### config.mk
export PLATFORM = sky130hd
export DESIGN_NAME = ea_xlate
export DESIGN_NICKNAME = d
export VERILOG_FILES = /design/src/rtl/ea_xlate_pkg.sv /design/src/rtl/ea_seg_file.sv /design/src/rtl/ea_blk_file.sv /design/src/rtl/ea_xlate.sv
export SDC_FILE = /design/constraint.sdc
export NUM_CORES = 1
export LEC_CHECK = 0
export ABC_AREA = 1
export BUFFER_PORTS_ARGS = -buffer_cell sky130_fd_sc_hd__buf_2
export CAP_MARGIN = 0
export CORE_ASPECT_RATIO = 1.5
export CORE_UTILIZATION = 41
export CTS_BUF_LIST = sky130_fd_sc_hd__clkbuf_16
export DETAILED_ROUTE_END_ITERATION = 8
export SETUP_SLACK_MARGIN = 0.15
export SLEW_MARGIN = 25
export SYNTH_ARGS = -nofsm -noshare
export SYNTH_HDL_FRONTEND = slang
export SYNTH_SLANG_ARGS = --single-unit
export TNS_END_PERCENT = 1
### constraint.sdc
create_clock -name clk -period 4.3 [get_ports clk]
set_input_delay 0.43 -clock clk [delete_from_list [all_inputs] [get_ports clk]]
set_output_delay 0.43 -clock clk [all_outputs]
set_load 0.02 [all_outputs]
### src/rtl/ea_xlate_pkg.sv
`timescale 1ns/1ps
package ea_xlate_pkg;
  parameter int EA_W      = 32;
  parameter int BN_LSB    = 17;               // 128KB granule
  parameter int BN_W      = EA_W - BN_LSB;    // block number width
  parameter int MASK_W    = 11;               // up to 256MB
  parameter int ATTR_W    = 4;
  parameter int VSID_W    = 24;
  parameter int SEG_CNT   = 16;
  parameter int SEG_SEL_W = $clog2(SEG_CNT);
  parameter int VA_W      = VSID_W + EA_W - SEG_SEL_W;

  typedef enum logic [1:0] {
    SP_SEG   = 2'd0,
    SP_BLK_A = 2'd1,
    SP_BLK_B = 2'd2,
    SP_NONE  = 2'd3
  } cfg_space_e;

  typedef struct packed {
    logic              valid;
    logic [BN_W-1:0]   ebase;
    logic [MASK_W-1:0] mask;
    logic [BN_W-1:0]   pbase;
    logic [ATTR_W-1:0] attr;
  } blk_ent_t;
endpackage

### src/rtl/ea_seg_file.sv
`timescale 1ns/1ps
module ea_seg_file #(
  parameter int SEG_CNT = 16,
  parameter int VSID_W  = 24,
  localparam int SA_W   = $clog2(SEG_CNT)
) (
  input  logic              clk,
  input  logic              we,
  input  logic [SA_W-1:0]   waddr,
  input  logic [VSID_W-1:0] wdata,
  input  logic              lk_en,
  input  logic [SA_W-1:0]   lk_addr,
  output logic [VSID_W-1:0] lk_vsid,
  input  logic              rd_en,
  input  logic [SA_W-1:0]   rd_addr,
  output logic [VSID_W-1:0] rd_vsid
);
  logic [VSID_W-1:0] mem [SEG_CNT];

  always_ff @(posedge clk) begin
    if (we) mem[waddr] <= wdata;
  end

  // Lookup and configuration reads are both synchronous (read-before-write)
  always_ff @(posedge clk) begin
    if (lk_en) lk_vsid <= mem[lk_addr];
  end

  always_ff @(posedge clk) begin
    if (rd_en) rd_vsid <= mem[rd_addr];
  end
endmodule

### src/rtl/ea_blk_file.sv
`timescale 1ns/1ps
module ea_blk_file
  import ea_xlate_pkg::*;
#(
  parameter int NUM_BLK = 4,
  localparam int BI_W   = (NUM_BLK > 1) ? $clog2(NUM_BLK) : 1
) (
  input  logic              clk,
  input  logic              rst,
  input  logic              we_a,
  input  logic              we_b,
  input  logic [BI_W-1:0]   widx,
  input  logic [EA_W-1:0]   wdata,
  input  logic [BN_W-1:0]   lk_bn,
  output logic              lk_hit,
  output logic [BI_W-1:0]   lk_idx,
  output logic [BN_W-1:0]   lk_pbn,
  output logic [ATTR_W-1:0] lk_attr,
  input  logic [BI_W-1:0]   rd_idx,
  input  logic              rd_word_b,
  output logic [EA_W-1:0]   rd_data
);
  localparam int PAD_A = BN_LSB - MASK_W - 2;
  localparam int PAD_B = BN_LSB - ATTR_W;

  blk_ent_t ents [NUM_BLK];
  logic [NUM_BLK-1:0] match;

  always_ff @(posedge clk) begin
    if (rst) begin
      for (int i = 0; i < NUM_BLK; i++) ents[i] <= '0;
    end else begin
      if (we_a) begin
        ents[widx].ebase <= wdata[EA_W-1:BN_LSB];
        ents[widx].mask  <= wdata[MASK_W+1:2];
        ents[widx].valid <= wdata[0];
      end
      if (we_b) begin
        ents[widx].pbase <= wdata[EA_W-1:BN_LSB];
        ents[widx].attr  <= wdata[ATTR_W-1:0];
      end
    end
  end

  logic unused_wdata;
  assign unused_wdata = ^{wdata[BN_LSB-1:MASK_W+2], wdata[1]};

  // One comparator per entry; mask bits are don't-care positions
  for (genvar g = 0; g < NUM_BLK; g++) begin : g_match
    logic [BN_W-1:0] care;
    assign care     = ~{{(BN_W-MASK_W){1'b0}}, ents[g].mask};
    assign match[g] = ents[g].valid && (((lk_bn ^ ents[g].ebase) & care) == '0);
  end

  // Lowest index wins
  always_comb begin
    lk_hit = 1'b0;
    lk_idx = '0;
    for (int i = NUM_BLK - 1; i >= 0; i--) begin
      if (match[i]) begin
        lk_hit = 1'b1;
        lk_idx = BI_W'(i);
      end
    end
  end

  logic [BN_W-1:0] sel_keep;
  assign sel_keep = {{(BN_W-MASK_W){1'b0}}, ents[lk_idx].mask};
  assign lk_pbn   = (ents[lk_idx].pbase & ~sel_keep) | (lk_bn & sel_keep);
  assign lk_attr  = ents[lk_idx].attr;

  always_comb begin
    if (rd_word_b)
      rd_data = {ents[rd_idx].pbase, {PAD_B{1'b0}}, ents[rd_idx].attr};
    else
      rd_data = {ents[rd_idx].ebase, {PAD_A{1'b0}}, ents[rd_idx].mask,
                 1'b0, ents[rd_idx].valid};
  end

  // An entry just invalidated must not be reported as the match
  assert_invalid_no_hit_R9: assert property (@(posedge clk) disable iff (rst)
    (we_a && !wdata[0]) |=> !(lk_hit && lk_idx == $past(widx)));
endmodule

### src/rtl/ea_xlate.sv
`timescale 1ns/1ps
module ea_xlate
  import ea_xlate_pkg::*;
#(
  parameter int NUM_BLK = 4,
  localparam int BI_W   = (NUM_BLK > 1) ? $clog2(NUM_BLK) : 1
) (
  input  logic                 clk,
  input  logic                 rst,
  input  logic                 cfg_wr,
  input  logic                 cfg_rd,
  input  logic [1:0]           cfg_space,
  input  logic [SEG_SEL_W-1:0] cfg_idx,
  input  logic [EA_W-1:0]      cfg_wdata,
  output logic                 cfg_rvalid,
  output logic [EA_W-1:0]      cfg_rdata,
  input  logic                 req_valid,
  input  logic [EA_W-1:0]      req_ea,
  output logic                 rsp_valid,
  output logic                 rsp_blk_hit,
  output logic [BI_W-1:0]      rsp_blk_idx,
  output logic [EA_W-1:0]      rsp_pa,
  output logic [ATTR_W-1:0]    rsp_attr,
  output logic [VA_W-1:0]      rsp_va
);
  localparam int LOW_W = EA_W - SEG_SEL_W;

  cfg_space_e space;
  logic       blk_ok;
  assign space  = cfg_space_e'(cfg_space);
  assign blk_ok = (int'(cfg_idx) < NUM_BLK);

  // Segment registers
  logic [VSID_W-1:0] seg_lk_vsid, seg_rd_vsid;
  ea_seg_file #(.SEG_CNT(SEG_CNT), .VSID_W(VSID_W)) u_seg (
    .clk     (clk),
    .we      (cfg_wr && space == SP_SEG),
    .waddr   (cfg_idx),
    .wdata   (cfg_wdata[VSID_W-1:0]),
    .lk_en   (req_valid),
    .lk_addr (req_ea[EA_W-1 -: SEG_SEL_W]),
    .lk_vsid (seg_lk_vsid),
    .rd_en   (cfg_rd && space == SP_SEG),
    .rd_addr (cfg_idx),
    .rd_vsid (seg_rd_vsid)
  );

  // Block entries
  logic              blk_hit;
  logic [BI_W-1:0]   blk_idx;
  logic [BN_W-1:0]   blk_pbn;
  logic [ATTR_W-1:0] blk_attr;
  logic [EA_W-1:0]   blk_rd_data;
  logic [BI_W-1:0]   blk_sel;
  assign blk_sel = cfg_idx[BI_W-1:0];

  ea_blk_file #(.NUM_BLK(NUM_BLK)) u_blk (
    .clk       (clk),
    .rst       (rst),
    .we_a      (cfg_wr && blk_ok && space == SP_BLK_A),
    .we_b      (cfg_wr && blk_ok && space == SP_BLK_B),
    .widx      (blk_sel),
    .wdata     (cfg_wdata),
    .lk_bn     (req_ea[EA_W-1:BN_LSB]),
    .lk_hit    (blk_hit),
    .lk_idx    (blk_idx),
    .lk_pbn    (blk_pbn),
    .lk_attr   (blk_attr),
    .rd_idx    (blk_sel),
    .rd_word_b (space == SP_BLK_B),
    .rd_data   (blk_rd_data)
  );

  logic unused_idx;
  assign unused_idx = ^cfg_idx;

  // Configuration readback
  logic            rd_seg_q;
  logic [EA_W-1:0] blk_rd_q;
  always_ff @(posedge clk) begin
    if (rst) cfg_rvalid <= 1'b0;
    else     cfg_rvalid <= cfg_rd;
    if (cfg_rd) begin
      rd_seg_q <= (space == SP_SEG);
      blk_rd_q <= (blk_ok && (space == SP_BLK_A || space == SP_BLK_B))
                  ? blk_rd_data : '0;
    end
  end
  assign cfg_rdata = rd_seg_q ? {{(EA_W-VSID_W){1'b0}}, seg_rd_vsid} : blk_rd_q;

  // Lookup response
  logic             hit_q;
  logic [LOW_W-1:0] ea_low_q;
  always_ff @(posedge clk) begin
    if (rst) rsp_valid <= 1'b0;
    else     rsp_valid <= req_valid;
    if (req_valid) begin
      hit_q       <= blk_hit;
      rsp_blk_idx <= blk_idx;
      rsp_pa      <= blk_hit ? {blk_pbn, req_ea[BN_LSB-1:0]} : '0;
      rsp_attr    <= blk_hit ? blk_attr : '0;
      ea_low_q    <= req_ea[LOW_W-1:0];
    end
  end
  assign rsp_blk_hit = hit_q;
  assign rsp_va      = hit_q ? '0 : {seg_lk_vsid, ea_low_q};

  assert_rsp_follows_req_R1: assert property (@(posedge clk) disable iff (rst)
    req_valid |=> rsp_valid);
  assert_rsp_idle_R1: assert property (@(posedge clk) disable iff (rst)
    !req_valid |=> !rsp_valid);
  assert_hit_offset_R3: assert property (@(posedge clk) disable iff (rst)
    req_valid |=> (!rsp_blk_hit || rsp_pa[BN_LSB-1:0] == $past(req_ea[BN_LSB-1:0])));
  assert_miss_va_R6: assert property (@(posedge clk) disable iff (rst)
    req_valid |=> (rsp_blk_hit ||
                   (rsp_va[LOW_W-1:0] == $past(req_ea[LOW_W-1:0]) && rsp_pa == '0)));
  assert_cfg_read_R7: assert property (@(posedge clk) disable iff (rst)
    cfg_rd |=> cfg_rvalid);
endmodule

* Yosys cells after proc, flatten, opt, wreduce, memory -nomap -nowiden
Memories as Yosys holds them, arrays and structs flattened. A register that Yosys moved wholly into a read port is not among the register bits. Cells that the tools add are included.
Operators by class: add/sub/neg operators 0, multiply operators 0, divide/modulo/power cells 0, magnitude comparators 1, eq/ne operators 2, shift-type cells 0, multiplexer cells 24, bitwise logic cells 17, reductions and logical operators 19
Operator list (number):
- 15-bit AND | 5
- 11-bit inverter with 15-bit output | 5
- 32-bit two-way mux | 2
- 15-bit logical NOT | 4
- 15-bit XOR | 4
- 52-bit two-way mux | 1
- 46-bit two-way mux | 1
- 46-bit OR reduction | 1
- 15-bit by 11-bit AND with 15-bit output | 1
- 15-bit bitwise OR | 1
- 1-bit two-way mux | 14
- 2-bit two-way mux | 6
- 1-bit logical AND | 10
- 4-bit by 3-bit < comparator with 1-bit output (second input constant) | 1
- 2-bit by 1-bit == test with 1-bit output (second input constant) | 1
- 2-bit == test (second input constant) | 1
- 2-bit logical NOT | 1
- 2-bit AND reduction | 1
- 2-bit OR reduction | 1
- 1-bit logical OR | 1
- 1-bit inverter | 1
Storage, ports and cells: register bits after elaboration 102, latch bits 0, bits in writable memories 568, ROM bits 0, bits of input ports 75, output and inout port bits 125, logic and storage cells 76, memories 2
Memories:
- u_seg.mem | words 16, width 24, read ports 2, clocked after Yosys merged registers in 2, wr ports 1, line ea_seg_file.sv:18 | logic [VSID_W-1:0] mem [SEG_CNT];
- u_blk.ents | words 4, width 46, read ports 6, clocked after Yosys merged registers in 0, wr ports 4, line ea_blk_file.sv:26 | blk_ent_t ents [NUM_BLK];

* Depth between registers and ports, before layout
Gate-level depths: netlist of run 1. An unclocked memory read counts as a cell.
word-level depth 13, depth in mapped cells 20, mapped depth without buffers 17

* Modules after synthesis
A second synthesis of run 1 with hierarchy kept.
Second synthesis, totals: cells, all modules 4339, area, all modules 37048.0 µm²
Modules (own cells, without submodules):
- ea_seg_file | instances 1, cells an instance 2495, area each 21733.3 µm², sequential area each 12972.4 µm²
- ea_blk_file | instances 1, cells an instance 1375, area each 10762.8 µm², sequential area each 5525.3 µm²
- ea_xlate | instances 1, cells an instance 469, area each 4551.9 µm², sequential area each 3042.9 µm²

* Least setup slack after synthesis of run 1
No wires, ideal clock.
kind input to register, start input cfg_space[0], end memory u_blk.ents[3][19] (netlist name), enable pin, data arrival time 2.918 ns, data required time 3.847 ns, setup slack 0.929 ns, stages on the path 5, buffers on the path 0, cell sequence inv_1 > ha_1 > nand3_1 > a21oi_2 > a21boi_0
RTL lines:
- start: declaration | line ea_xlate.sv:12 | input logic [1:0] cfg_space,
- end: declaration | line ea_blk_file.sv:26

* Worst setup path after layout of run 1
start register rd_seg_q, end output cfg_rdata[21]
Between the ends: word-level cells in the longest chain between the ends 1
Ends and longest elaborated chain:
- start: declaration | line ea_xlate.sv:78 | logic rd_seg_q;
- start signal: assignment | line ea_xlate.sv:84 | rd_seg_q <= (space == SP_SEG);
- 32-bit two-way mux | line ea_xlate.sv:89 | assign cfg_rdata = rd_seg_q ? {{(EA_W-VSID_W){1'b0}}, seg_rd_vsid} : blk_rd_q;
- end: declaration | line ea_xlate.sv:16 | output logic [EA_W-1:0] cfg_rdata,
Every way passes these cells.

==> summary.txt, run 1 <==
Core area: 78700 µm²
Fin area: 37300 µm²
Global-route wire length before repair: 162000 µm
Kind of critical path: reg2out
Syn nets: 3004
Cts hold-fix bufs: 17
Ports: 200
Most frequent cells in the layout: 712 x edfxtp_1, 516 x nor2_1, 254 x nand2_1
Worst r2r src: u_blk.ents[3][19]
Setup ws final: 1380 ps
WHS: 59.7 ps
Initial drt markers: 3265
Post-DP HPWL: 68100 µm
Fmax: 342 MHz
Row cnt: 126
Die Wd: 232 µm
Clk buf depth: 3
Final setup fails: 0
Layout cell share with drive strength beyond 1: 0.139
GRT Total Usage: 0.274
H-Tree Depth: 3
Reg2Reg Depth: 14
Nets: 3161
Unrepaired setup endpoints after global routing: false
Most common cell after layout, fill and taps aside: edfxtp_1
Worst slew pin tran: 1170 ps
Status: finished, final reports clean
Worst Hold Depth: 2
Non-filler instance count after layout: 4161
Via density: 6.15
Sink Count: 714
Final period util: 0.680
Final Critical Period: 2920 ps
Max cap viols: 0
R2R setup slack: 1580 ps
#FFs+latches synth: 714
Synth area leader: edfxtp_1
Area delta synth->final: 14.5%
Antenna Violating Nets Remaining: 0
Initial antenna violation count: 4
WP data required: 3870 ps
Switching share of power: 0.244
Post-synth top area share: 0.657
Final Hold Viols: 0
Clock Latency Late Sink: 640 ps
DR DRC count: 0
IO buf count: 199
Initial Utilization: 0.414
Power Dens Cells: 420 nW/µm²
Inst Count DP: 4018
Placed cell areas: 34800 µm²
Synth unique cells: 41
Final Skew: 27.1 ps
Clock input transition at the sequential cells of the worst setup and hold paths: 60 ps
Routed WL per cell: 27.0 µm
Vias: 25572
Peak VDD IR: 0.000282 V
Cts repair resizes: 0
Pre-CTS setup slack: 1230 ps
Die Y: 347 µm
Num CTS Buffers: 69
YS warnings: 0
Global placement routability congestion: 0.904
Post-Route WL: 112000 µm
CTS tree: built
Worst hold-check path type: in2reg
Setup crit end kind: primary output
Logic pwr share: 0.089
Worst-path maximum fanout: 12
Clock network power share: 0.401
Cell count after synthesis: 2926
Synth Area per Inst: 11.1 µm²
Largest net degree at the start of global routing: 193
CP Data Arrival Time: 2490 ps
Rel. slew slack: 0.220
Die footprint: 80600 µm²
Root Driver: clkbuf_16
Internal power: 11.8 mW
Postcts setup bufs: 0
Seq/Total Area, Yosys: 0.658
Hold Path Sink: cfg_rvalid
Reg2reg end: rsp_pa[20]
Synth area leaders: edfxtp_1 66%, nor2_1 6.1%, a22oi_1 5.8%
Worst hold start: rst
Leakage: 13.9 nW
GRT Residual Overflow: 0
DR pass1 iterations: 6
Reg power frac: 0.510
Switch Pwr: 3.82 mW
Critical Path Start Type: flip-flop
Max Slew Vio Count: 0
Vias in the first global route: 25219
Syn Std Cell Area: 32600 µm²
Setup_tns: 0 ps
[critical path, cell delays in order (launching register included)]
cell      delay [ps]
edfxtp_1         860
buf_4            380
mux2_2           440
buf_2            180
[stage by stage]
step / util / power (mW)
global placement: 0.442 / 9.47
detailed placement: 0.442 / 9.49
CTS: 0.474 / 15.7
global route: 0.474 / 16.1
finish: 0.474 / 15.7
floorplan: - / 8.86
[how the worst max path moves through the flow]
| stage | from | end | slack, ps | cells after the start |
|---|---|---|---|---|
| 4_1_cts | rd_seg_q | cfg_rdata[21] | 1370 | 3 |
| 6_report | rd_seg_q | cfg_rdata[21] | 1380 | 3 |
| 2_1_floorplan | cfg_space[0] | u_blk.ents[3][19] | 930 | 5 |
| 3_3_place_gp | req_ea[28] | rsp_pa[22] | 1260 | 14 |
| 5_1_grt | rd_seg_q | cfg_rdata[21] | 1290 | 3 |
| 3_5_place_dp | req_ea[28] | rsp_pa[23] | 1230 | 14 |
[cells by family (layout without fill, tap and decap cells)]
family / count (synthesis) / count (layout) / share of synthesized area
and+or+nand+nor: 973 / 973 / 0.123
AOI/OAI and AO/OA: 780 / 780 / 0.156
DFF: 714 / 714 / 0.658
buffers and inverters: 425 / 635 / 0.0526
muxes: 20 / 20 / 0.00692
xor gates and xnor gates: 11 / 11 / 0.00296
adders and majority gates: 3 / 3 / 0.00115
other: 0 / 1 / 0
[layer usage]
metal | vias to the layer above | global-route usage | wire [µm]
met3 | 388 | 0.0512 | 10200
li1 | 10998 | - | -
met5 | - | 0 | 34
met2 | 1693 | 0.461 | 55000
met4 | 4 | 0.177 | 7220
met1 | 12489 | 0.319 | 39900
[registers in the layout, indices dropped and copies added, names as in the netlist, 2 cells and up]
signal / count
rsp_pa: 32
ea_low_q: 28
u_seg.mem: 384
rsp_blk_idx: 2
u_seg.rd_vsid: 24
rsp_attr: 4
blk_rd_q: 28
u_blk.ents: 184
u_seg.lk_vsid: 24
[layout make-up]
class	count	area, µm²
Antenna cell	1	2.50
Clock buffer	72	1800
Clock inverter	52	477
Fill cell	6984	41400
Inverter	214	811
Multi-Input combinational cell	1787	9570
Sequential cell	714	21400
Tap cell	1024	1280
Timing Repair Buffer	297	1910
[Yosys cell counts (all sizes together)]
cell type,n
a21boi,2
a21o,7
a21oi,133
a221oi,10
a22o,11
a22oi,253
and2,1
buf,64
clkbuf,147
dfxtp,2
edfxtp,712
ha,3
inv,214
mux2,20
nand2,259
nand3,139
nand3b,4
nand4,6
nor2,536
nor3,3
o211ai,25
o21a,2
o21ai,221
o221ai,82
o22ai,34
or2,1
or4,24
xnor2,9
xor2,2
[power groups by stage]
stage	logic [mW]	clock network (mW)	registers (mW)
after CTS	1.38	6.33	7.98
after detailed placement	1.36	0	8.13
after floorplan	0.762	0	8.10
after global routing	1.49	6.58	8.00
after global placement	1.34	0	8.13
final	1.40	6.27	7.99
No activity file was read; power rests on OpenSTA's default activity.
==> run 2: changes to the inputs <==
--- a/config.mk
+++ b/config.mk
@@ -5,7 +5,7 @@
 export SDC_FILE = /design/constraint.sdc
 export NUM_CORES = 1
 export LEC_CHECK = 0
-export ABC_AREA = 1
+export ABC_AREA = 0
 export BUFFER_PORTS_ARGS = -buffer_cell sky130_fd_sc_hd__buf_2
 export CAP_MARGIN = 0
 export CORE_ASPECT_RATIO = 1.5
==> constraint.sdc (replaced) <==
create_clock -name clk -period 2.45 [get_ports clk]
set_input_delay 0.245 -clock clk [delete_from_list [all_inputs] [get_ports clk]]
set_output_delay 0.245 -clock clk [all_outputs]
set_load 0.02 [all_outputs]
==> run 2 against run 1 <==
  * The flow now finishes with violations (setup timing)
  * Die area increased by 0.14%
  * Wire length shrank 15%
  * Hold slack got worse by 41 ps
  * Clock power grew 77%
  * Final cell count fell by 24%
  * Register-to-register slack got worse by 1900 ps
  * Combinational power grew 76%
  * Clock skew is 3.8 ps higher
  * Clock-buffer cell count rose by 4
  * Cell area rose by 4.6%
  * Via count down 28%
==> summary.txt, run 2 <==
Most frequent cell after synthesis: edfxtp_1
Clk buf depth: 3 (unchanged)
Area delta synth->final: 19.6%
Synth unique cells: 41 (unchanged)
Worst-path maximum fanout: 10 (-2)
Post-Route WL: 95800 µm (-15%)
Most frequent cells after synthesis: 712 x edfxtp_1, 286 x mux4_2, 198 x and2_1, 74 x clkbuf_1, 70 x mux2i_1
Number of synthesized flops with an enable pin: 712 (unchanged)
Sink Count: 714 (unchanged)
YS warnings: 0 (unchanged)
Kind of critical path: reg2reg
Peak VDD IR: 0.000575 V (+100%)
H-Tree Depth: 3 (unchanged)
#FFs+latches synth: 714 (unchanged)
Switching share of power: 0.227 (-0.0172)
Critical Path Start Type: flip-flop
Leakage: 13.3 nW (-4.1%)
Synth area leaders: edfxtp_1 66%, mux4_2 20%, and2_1 3.8%
Worst r2r src: u_blk.ents[2][34]
Syn Std Cell Area: 32600 µm² (+0.14%)
Initial drt markers: 1664 (-49%)
Layout cell share with drive strength beyond 1: 0.386 (+0.246)
Worst hold start: cfg_wdata[31]
Seq/Total Area, Yosys: 0.657 (-0.000934)
Max reg flops: 384 (unchanged)
Clock input transition at the sequential cells of the worst setup and hold paths: 60 ps (about the same)
Violated checks: setup timing
Critical-path cell list: xnor2_2 > o22ai_1 > or4_4 > o211ai_1 > a21boi_4 > buf_12 > mux2i_1 > mux2i_2 > mux2i_1
Clock network power share: 0.404 (+0.003)
Vias in the first global route: 19603 (-22%)
Status: complete, but fails checks
Worst Hold Depth: 2 (unchanged)
CP max-delay cell: or4_4
WP data required: 2890 ps (-980 ps)
Post-synth top area share: 0.656 (-0.000932)
Worst slew pin tran: 769 ps (-400 ps)
Synth async-reset ratio: 0 (unchanged)
Max Slew Vio Count: 0 (unchanged)
Antenna Violating Nets Remaining: 0 (unchanged)
GRT Total Usage: 0.242 (-0.0327)
Reg2Reg Depth: 9 (-5)
Pwr Total: 27.6 mW (+76%)
Final Hold Viols: 0 (unchanged)
Setup_tns: -5560 ps (-5560 ps)
Syn nets: 1801 (-40%)
Rel. slew slack: 0.487 (+0.267)
Core area: 78700 µm² (unchanged)
Synth area leader: edfxtp_1
Root Driver: clkbuf_16
Max cap viols: 0 (unchanged)
Nets: 2150 (-32%)
Switch Pwr: 6.26 mW (+64%)
Most frequent cells in the layout: 712 x edfxtp_1, 286 x mux4_2, 198 x and2_1
Post-DP HPWL: 63400 µm (-6.9%)
CP Data Arrival Time: 3240 ps (+750 ps)
Num CTS Buffers: 71 (+2.9%)
GRT Residual Overflow: 0 (unchanged)
Via density: 5.85 (-4.9%)
Worst hold-check path type: in2reg
Vias: 18449 (-28%)
Largest Register: u_seg.mem
Non-filler instance count after layout: 3156 (-24%)
R2R setup slack: -350 ps (-1930 ps)
Final setup fails: 36 (+36)
Setup ws final: -353 ps (-1730 ps)
Row cnt: 126 (unchanged)
Fmax: 357 MHz
Global-route wire length before repair: 138000 µm (-15%)
Routed WL per cell: 30.3 µm (+12%)
Setup crit end kind: flip-flop
Final Critical Period: 2800 ps
Initial Utilization: 0.415 (+0.000588)
Clock Latency Late Sink: 630 ps (about the same)
Inst Count DP: 2987 (-26%)
Global placement routability congestion: 0.885 (-2.0%)
DR pass1 iterations: 5 (-1)
Logic pwr share: 0.089 (about the same)
Ports: 200 (unchanged)
Die Y: 347 µm (about the same)
Pre-CTS setup slack: -604 ps (-1840 ps)
Cell count after synthesis: 1723 (-41%)
DR DRC count: 0 (unchanged)
Initial antenna violation count: 11 (+7)
CTS tree: built
Die footprint: 80700 µm² (+0.14%)
Largest net degree at the start of global routing: 54 (-72%)
Max incr delay on CP: 560 ps (-300 ps)
IO buf count: 199 (unchanged)
Final period util: 1.14
Top cell by count, worst path: mux2i_1
Power Dens Cells: 708 nW/µm² (+69%)
Biggest registers after layout: u_seg.mem (384), u_blk.ents (184), rsp_pa (32)
Synth Area per Inst: 18.9 µm² (+70%)
Origin of the worst setup path: u_blk.ents[2][34]
Final Skew: 30.9 ps (+3.75 ps)
Reg power frac: 0.507 (-0.003)
Die Wd: 232 µm (about the same)
Most common cell after layout, fill and taps aside: edfxtp_1
Main synth FF type: edfxtp_1
Internal power: 21.4 mW (+80%)
Unrepaired setup endpoints after global routing: true
run 2: changes by cell type in the layout (fill, tap and decap cells not counted), moves of 62 or more:
cell,previous run,this run
o21ai_0,200,1
and2_1,1,198
nand2_1,254,57
nand3_1,139,5
a21oi_1,132,0
mux2i_1,0,66
mux4_2,0,286
buf_4,72,136
inv_1,216,12
o221ai_1,82,0
nor2b_1,0,62
a22oi_1,253,0
nor2_1,516,10
run 2: critical path: cells and delay by family, from the launching register on:
family,cells,cell delay (ps)
AO/OA/AOI/OAI,3,530
XOR/XNOR,1,240
flip-flops,1,430
buffers and inverters,1,180
AND/OR/NAND/NOR,1,560
multiplexers,3,660
run 2: layer usage:
layer  GRT usage  wire length (µm)
met4       0.101              3970
met3      0.0297              4930
met1       0.290             35500
met2       0.434             51300
met5           0                48
run 2: worst paths after layout:
| kind | to |
|---|---|
| max | rsp_pa[18] |
| min | u_blk.ents[0][44] |
| max reg2reg | rsp_pa[18] |
| min reg2reg | rsp_pa[29] |
run 2: area by class of cell:
cell class,instances,area (µm²)
Fill cell,6417,39700
Sequential cell,714,21400
Multi-Input combinational cell,882,10900
Timing Repair Buffer,400,3020
Clock buffer,76,1900
Tap cell,1024,1280
Clock inverter,53,458
Inverter,3,12.5
Antenna cell,4,10.0
run 2: cell families after synthesis:
group,share of synthesized area
AOI/OAI and AO/OA,0.0146
adders and majority gates,0.00115
xor gates and xnor gates,0.0163
muxes,0.226
buffers and inverters,0.0175
DFF,0.657
and+or+nand+nor,0.0671
run 2: power by group through the flow:
stage | clock, mW | sequential, mW | combinational, mW
3_5_place_dp | 0 | 14.2 | 2.43
4_1_cts | 11.3 | 14.0 | 2.51
2_1_floorplan | 0 | 14.2 | 1.36
6_report | 11.1 | 14.0 | 2.47
5_1_grt | 11.7 | 14.0 | 2.61
3_3_place_gp | 0 | 14.2 | 2.41
run 2: per-stage QoR:
step | hold WS [ps] | cell area (µm²) | util
global placement | 436 | 36100 | 0.459
detailed placement | 435 | 36100 | 0.459
floorplan | 344 | 32800 | -
global route | 35.8 | 39000 | 0.496
finish | 18.3 | 39000 | 0.496
CTS | 3.83 | 39000 | 0.495
run 2: repair_timing:
action / 4_1_cts / 5_1_grt
gates resized for setup: 17 / 4
setup endpoints to repair: 39 / 39
buffers inserted: 2 / 0
pin swaps: 15 / 5
endpoints found under the hold margin: 137 / 0
hold buffers: 34 / 0
